$ cat src/rtl/pfc_pkg.sv
package pfc_pkg;
  localparam logic [47:0] PFC_DST_ADDR = 48'h0180_C200_0001;
  localparam logic [15:0] PFC_ETYPE    = 16'h8808;
  localparam logic [15:0] PFC_OPCODE   = 16'h0101;
  localparam int          PFC_HDR_BYTES = 16;

  function automatic int frame_bytes(int pev_w, int num_prio, int quanta_w);
    return PFC_HDR_BYTES + pev_w / 8 + num_prio * quanta_w / 8;
  endfunction
endpackage

$ cat src/rtl/pfc_frame_build.sv
module pfc_frame_build
  import pfc_pkg::*;
#(
  parameter int NUM_PRIO = 8,
  parameter int QUANTA_W = 16,
  parameter int PEV_W    = 16
) (
  input  logic [47:0]                  src_addr_i,
  input  logic [PEV_W-1:0]             pev_i,
  input  logic [NUM_PRIO*QUANTA_W-1:0] quanta_i,
  output logic [8*PFC_HDR_BYTES+PEV_W+NUM_PRIO*QUANTA_W-1:0] frame_o
);
  logic [NUM_PRIO*QUANTA_W-1:0] q_ord;

  // priority 0 lands in the most significant slot so it is sent first
  for (genvar g = 0; g < NUM_PRIO; g++) begin : g_ord
    assign q_ord[(NUM_PRIO-1-g)*QUANTA_W +: QUANTA_W] = quanta_i[g*QUANTA_W +: QUANTA_W];
  end

  assign frame_o = {PFC_DST_ADDR, src_addr_i, PFC_ETYPE, PFC_OPCODE, pev_i, q_ord};
endmodule

$ cat src/rtl/pfc_gap_track.sv
module pfc_gap_track (
  input  logic clk_i,
  input  logic rst_ni,
  input  logic acc_i,
  input  logic sof_i,
  input  logic eof_i,
  output logic in_frame_o
);
  logic in_frame_q;

  always_ff @(posedge clk_i or negedge rst_ni) begin
    if (!rst_ni)                 in_frame_q <= 1'b0;
    else if (acc_i && eof_i)     in_frame_q <= 1'b0;
    else if (acc_i && sof_i)     in_frame_q <= 1'b1;
  end

  assign in_frame_o = in_frame_q;
endmodule

$ cat src/rtl/pfc_tx_seq.sv
module pfc_tx_seq #(
  parameter int FRAME_BYTES = 34,
  localparam int IDX_W = $clog2(FRAME_BYTES)
) (
  input  logic             clk_i,
  input  logic             rst_ni,
  input  logic             req_i,
  input  logic             link_ok_i,
  input  logic             in_frame_i,
  output logic             pend_o,
  output logic             send_o,
  output logic             launch_o,
  output logic [IDX_W-1:0] idx_o,
  output logic             last_o
);
  logic             pend_q, send_q;
  logic [IDX_W-1:0] idx_q;
  logic             launch, last;

  assign launch = pend_q && link_ok_i && !in_frame_i && !send_q;
  assign last   = idx_q == IDX_W'(FRAME_BYTES - 1);

  always_ff @(posedge clk_i or negedge rst_ni) begin
    if (!rst_ni) begin
      pend_q <= 1'b0;
      send_q <= 1'b0;
      idx_q  <= '0;
    end else begin
      // merge: a request while pending or sending adds nothing
      pend_q <= link_ok_i && !launch && (pend_q || (req_i && !send_q));
      if (launch) begin
        send_q <= 1'b1;
        idx_q  <= '0;
      end else if (send_q) begin
        if (last) send_q <= 1'b0;
        idx_q <= idx_q + 1'b1;
      end
    end
  end

  assign pend_o   = pend_q;
  assign send_o   = send_q;
  assign launch_o = launch;
  assign idx_o    = idx_q;
  assign last_o   = last;
endmodule

$ cat src/rtl/pfc_tx_gen.sv
module pfc_tx_gen
  import pfc_pkg::*;
#(
  parameter int NUM_PRIO = 8,
  parameter int QUANTA_W = 16,
  parameter int PEV_W    = 16
) (
  input  logic                         clk_i,
  input  logic                         rst_ni,
  input  logic                         req_i,
  input  logic                         full_duplex_i,
  input  logic                         tx_en_i,
  input  logic [47:0]                  src_addr_i,
  input  logic [PEV_W-1:0]             pev_i,
  input  logic [NUM_PRIO*QUANTA_W-1:0] quanta_i,
  input  logic [7:0]                   norm_data_i,
  input  logic                         norm_valid_i,
  input  logic                         norm_sof_i,
  input  logic                         norm_eof_i,
  output logic                         norm_gnt_o,
  output logic [7:0]                   tx_data_o,
  output logic                         tx_valid_o,
  output logic                         tx_sof_o,
  output logic                         tx_eof_o
);
  localparam int FRAME_BYTES = frame_bytes(PEV_W, NUM_PRIO, QUANTA_W);
  localparam int FRAME_BITS  = 8 * FRAME_BYTES;
  localparam int IDX_W       = $clog2(FRAME_BYTES);

  logic [FRAME_BITS-1:0] frame_w, frame_q, frame_sh;
  logic [IDX_W-1:0]      idx_w;
  logic pend_w, send_w, launch_w, last_w, in_frame_w, link_ok;
  logic gnt;

  assign link_ok = full_duplex_i && tx_en_i;
  assign gnt     = !send_w && !launch_w;

  pfc_frame_build #(.NUM_PRIO(NUM_PRIO), .QUANTA_W(QUANTA_W), .PEV_W(PEV_W)) u_build (
    .src_addr_i (src_addr_i),
    .pev_i      (pev_i),
    .quanta_i   (quanta_i),
    .frame_o    (frame_w)
  );

  pfc_gap_track u_gap (
    .clk_i      (clk_i),
    .rst_ni     (rst_ni),
    .acc_i      (norm_valid_i && gnt),
    .sof_i      (norm_sof_i),
    .eof_i      (norm_eof_i),
    .in_frame_o (in_frame_w)
  );

  pfc_tx_seq #(.FRAME_BYTES(FRAME_BYTES)) u_seq (
    .clk_i      (clk_i),
    .rst_ni     (rst_ni),
    .req_i      (req_i),
    .link_ok_i  (link_ok),
    .in_frame_i (in_frame_w),
    .pend_o     (pend_w),
    .send_o     (send_w),
    .launch_o   (launch_w),
    .idx_o      (idx_w),
    .last_o     (last_w)
  );

  // snapshot of all fields at frame start
  always_ff @(posedge clk_i or negedge rst_ni) begin
    if (!rst_ni)       frame_q <= '0;
    else if (launch_w) frame_q <= frame_w;
  end

  assign frame_sh = frame_q << {idx_w, 3'b000};

  always_comb begin
    tx_data_o  = '0;
    tx_valid_o = 1'b0;
    tx_sof_o   = 1'b0;
    tx_eof_o   = 1'b0;
    if (send_w) begin
      tx_data_o  = frame_sh[FRAME_BITS-1 -: 8];
      tx_valid_o = 1'b1;
      tx_sof_o   = idx_w == '0;
      tx_eof_o   = last_w;
    end else if (gnt) begin
      tx_data_o  = norm_data_i;
      tx_valid_o = norm_valid_i;
      tx_sof_o   = norm_sof_i;
      tx_eof_o   = norm_eof_i;
    end
  end

  assign norm_gnt_o = gnt;
endmodule

$ cat config.mk
export PLATFORM = sky130hd
export DESIGN_NAME = pfc_tx_gen
export DESIGN_NICKNAME = d
export VERILOG_FILES = /design/src/rtl/pfc_pkg.sv /design/src/rtl/pfc_frame_build.sv /design/src/rtl/pfc_gap_track.sv /design/src/rtl/pfc_tx_seq.sv /design/src/rtl/pfc_tx_gen.sv
export SDC_FILE = /design/constraint.sdc
export NUM_CORES = 1
export LEC_CHECK = 0
export ABC_CLOCK_PERIOD_IN_PS = 2600
export BUFFER_PORTS_ARGS = -buffer_cell sky130_fd_sc_hd__buf_2
export CAP_MARGIN = 20
export CELL_PAD_IN_SITES_DETAIL_PLACEMENT = 1
export CELL_PAD_IN_SITES_GLOBAL_PLACEMENT = 2
export CORE_MARGIN = 8
export CORE_UTILIZATION = 32
export DETAILED_ROUTE_END_ITERATION = 12
export PLACE_DENSITY = 0.84
export SETUP_SLACK_MARGIN = 0.5
export SYNTH_ARGS = -nofsm -noshare
export SYNTH_HDL_FRONTEND = slang
export SYNTH_SLANG_ARGS = --single-unit
$ cat constraint.sdc
create_clock -name clk_i -period 2.6 [get_ports clk_i]
set_clock_uncertainty 0.15 [all_clocks]
set_input_delay 0.26 -clock clk_i [delete_from_list [all_inputs] [get_ports clk_i]]
set_output_delay 0.26 -clock clk_i [all_outputs]
set_load 0.01 [all_outputs]
==> flow_summary_export.csv <==
group,metric,value,unit
status,outcome,"complete, but fails checks",
status,failed_checks,"setup timing",
placed_design,io_buffer_count,219,
timing,max_freq,342,MHz
routing,wire_per_inst,20.0,um
die,die_h,188,um
critical_path,critical_path.top_delay_family,"multiplexers",
placed_design,dpl.hpwl,24.8,mm
synthesis,synth_cells,1066,
die,core_region_area,29500,um^2
critical_path,startpoint_type,"flop",
synthesis,yosysMostFrequentCell,"nand2_1",
synthesis,synth.distinct_cells,51,
finish,fin_nets,1715,
routing,vias,9287,
timing,timing.hold.ws,0.144,ns
critical_path,critical_path.max_stage_delay,0.57,ns
clock_tree,cts_root_buf,"clkbuf_16",
synthesis,syn-num-nets,1277,
timing,fin_crit_sh,113,%
global_route,grtUsageTotal,21.0,%
critical_path,worstPathArrival,2.52,ns
die,die-area,35500,um^2
critical_path,crit_top_cell,"buf_12",
synthesis,seq_area_frac_synth,53.1,%
global_route,grt_max_degree,78,
critical_path,worst-endpoint-required,2.19,ns
timing,drv_slew,0,
critical_path,path_max_fanout,22,
synthesis,synthSimpleGateAreaFrac,26.7,%
synthesis,synth_top_cell_area_share,53.1,%
die,die_width,188,um
die,row_count,63,
routing,drt_iter0_drc,496,
synthesis,synth_area_leaders,"dfrtp_1 53%, nand2_1 23%, mux4_2 5.4%, mux2i_1 3.6%, clkbuf_1 1.6%",
global_route,grt_overflow,0,
die,io_pins,220,
power,vdd_ir_drop_max,514,uV
synthesis,async_flop_share,100,%
synthesis,synth-compound-area-share,5.42,%
clock_tree,cts_max_level,1,
finish,final_layout_size_suffix_gt1_share,25.6,%
synthesis,synthMuxAreaShare,10.4,%
timing,worstMarginPinSlew,0.728,ns
synthesis,synth-edff-count,0,
synthesis,ys.warnings.count,0,
timing,layout_setup_ws,-0.327,ns
min_path,hp-class,"in -> async",
clock_tree,cts_buffer_depth,3,
routing,ant_nets,0,
routing,drt-total-wl,38.3,mm
die,initial_core_util,32.3,%
critical_path,path_buf_inv,3,
synthesis,ys_ff_latch,202,
clock_tree,cts_sinks,202,
timing,setup_viol,9,
power,power.density,1010,nW/um^2
synthesis,synth_common_cells,"593 x nand2_1, 202 x dfrtp_1, 40 x clkbuf_1, 34 x mux2i_1, 23 x mux4_2",
synthesis,synth_adder_area_share,0.395,%
clock_tree,clock_latency,0.51,ns
clock_tree,cts_buffers,23,
synthesis,synth_top_family_by_area,"simple AND/OR/NAND/NOR gates",
routing,drc,0,
placed_design,dp_worst_setup_slack,0.0335,ns
synthesis,synth_top_area_cell,"dfrtp_1",
finish,fill_cells,3388,
synthesis,synth-xor-area-share,0.184,%
routing,drt_first_pass_iters,5,
timing,period_needed,2.93,ns
synthesis,synth.avg_cell_area,8.93,um^2
global_route,antenna_found_initial,3,
timing,slew-limit-headroom,51.4,%
critical_path,crit_path_top_delay_cell,"mux4_2",
clock_tree,cts_tree,"yes",
power,p_leak,7.43,nW
timing,rsz0062_at_grt,"true",
synthesis,syn_area,9510,um^2
critical_path,critPathKind,"reg -> out",
routing,routed_via_density,4.85,
placed_design,gp_congestion,0.858,
synthesis,ys.flop_type,"dfrtp_1",
critical_path,crit_chain,"buf_12 > buf_12 > mux4_2 > a221oi_4 > o31ai_4 > buf_2",
global_route,grt_pass1_vias,10400,
clock_tree,clk_pin_slew,0.06,ns
job,cap_violations,0,
global_route,grt_pass1_wl,59.1,mm
timing,finalHoldViolations,0,
critical_path,worstSetupEndpointType,"output pin",
finish,areaGrowthSynthToFinish,51.9,%
-- through the flow --
step	TNS, ns	utilization [%]	cell area [um^2]	total power [mW]	std cells
after CTS	-2.50	48.2	14200	14.2	1898
after floorplan	0	-	9510	8.30	1066
final	-2.28	49.0	14500	14.6	1915
after global routing	-2.94	49.0	14500	15.4	1915
after detailed placement	0	38.2	11300	10.2	1649
after global placement	0	38.2	11300	10.0	1649
-- kinds of logic after synthesis --
group,after synthesis
adders and majority gates,3
buffers and inverters,70
AOI/OAI and AO/OA,71
and+or+nand+nor,653
DFF,202
muxes,65
xor gates and xnor gates,2
-- per-layer routing --
| layer | share of wire [%] | vias to the layer above | routed length, um | GRT usage (%) |
|---|---|---|---|---|
| met2 | 50 | 259 | 19100 | 35.9 |
| met4 | 2.7 | 0 | 1040 | 5.68 |
| met3 | 5.0 | 69 | 1920 | 4.01 |
| met5 | 0 | - | 0 | 0 |
| li1 | - | 4345 | - | - |
| met1 | 42 | 4614 | 16200 | 26.8 |
-- worst register-to-register path: stages (launching register included) --
cell and delay [ns]:
dfrtp_1 0.38, nand3_4 0.13, nor2_2 0.12, nor2_2 0.06, buf_6 0.13, buf_2 0.15, buf_4 0.15, a31oi_1 0.15
a31oi_1 0.06, dlygate4sd3_1 0.57
-- registers in the layout, indices dropped and copies added (netlist names) --
name              count
u_gap.in_frame_o      1
u_seq.pend_o          1
u_seq.send_o          1
frame_q             193
u_seq.idx_o           6
-- power by group --
group	leakage [nW]	internal, mW	switching (mW)
logic	4.41	2.82	2.90
registers	2.65	4.52	1.11
clock network	0.372	1.91	1.32
-- what timing repair did --
| item | in CTS | in global routing |
|---|---|---|
| gates resized for setup | 32 | 25 |
| pin swaps | 9 | 19 |
| endpoints found under the setup margin | 46 | 13 |
| hold endpoints to repair | 244 | 0 |
| cloned | 1 | 2 |
| setup buffers | 8 | 11 |
| hold buffers | 198 | 0 |
-- placed cells by master, fill, tap and decap left out, drive strengths merged, types with 7 or more instances in the layout --
cell type / synthesis / final
nand3: 11 / 11
nor2: 21 / 21
a21oi: 12 / 12
buf: 27 / 278
o21ai: 7 / 7
o31ai: 10 / 10
clkbuf: 40 / 37
mux4: 26 / 26
mux2i: 34 / 34
dlygate4sd3: 0 / 198
nand2: 593 / 593
dfrtp: 202 / 202
-- path summary, 6_finish.rpt --
check                                from                to  slack [ns]  depth (start not counted)
setup / recovery           u_seq.idx_o[1]      tx_data_o[7]       -0.33                          6
hold / removal                     rst_ni        frame_q[6]        0.14                          2
setup reg to reg             u_seq.pend_o  u_gap.in_frame_o        0.44                          9
hold reg to reg              frame_q[197]      frame_q[197]        0.32                          2
max in group asynchronous          rst_ni       frame_q[25]        1.43                          3
min in group clk_i                tx_en_i      frame_q[135]        0.27                          6
-- final cells by class --
cell class,instances,area [um^2],area share (%)
Tap cell,390,488,3.38
Timing Repair Buffer,479,3810,26.3
Sequential cell,202,5060,35.1
Multi-Input combinational cell,795,4310,29.9
Clock buffer,34,677,4.68
Inverter,3,11.3,0.0779
Clock inverter,8,78.8,0.546
Antenna cell,4,10.0,0.0693
Power figures use the tool's default switching activity.
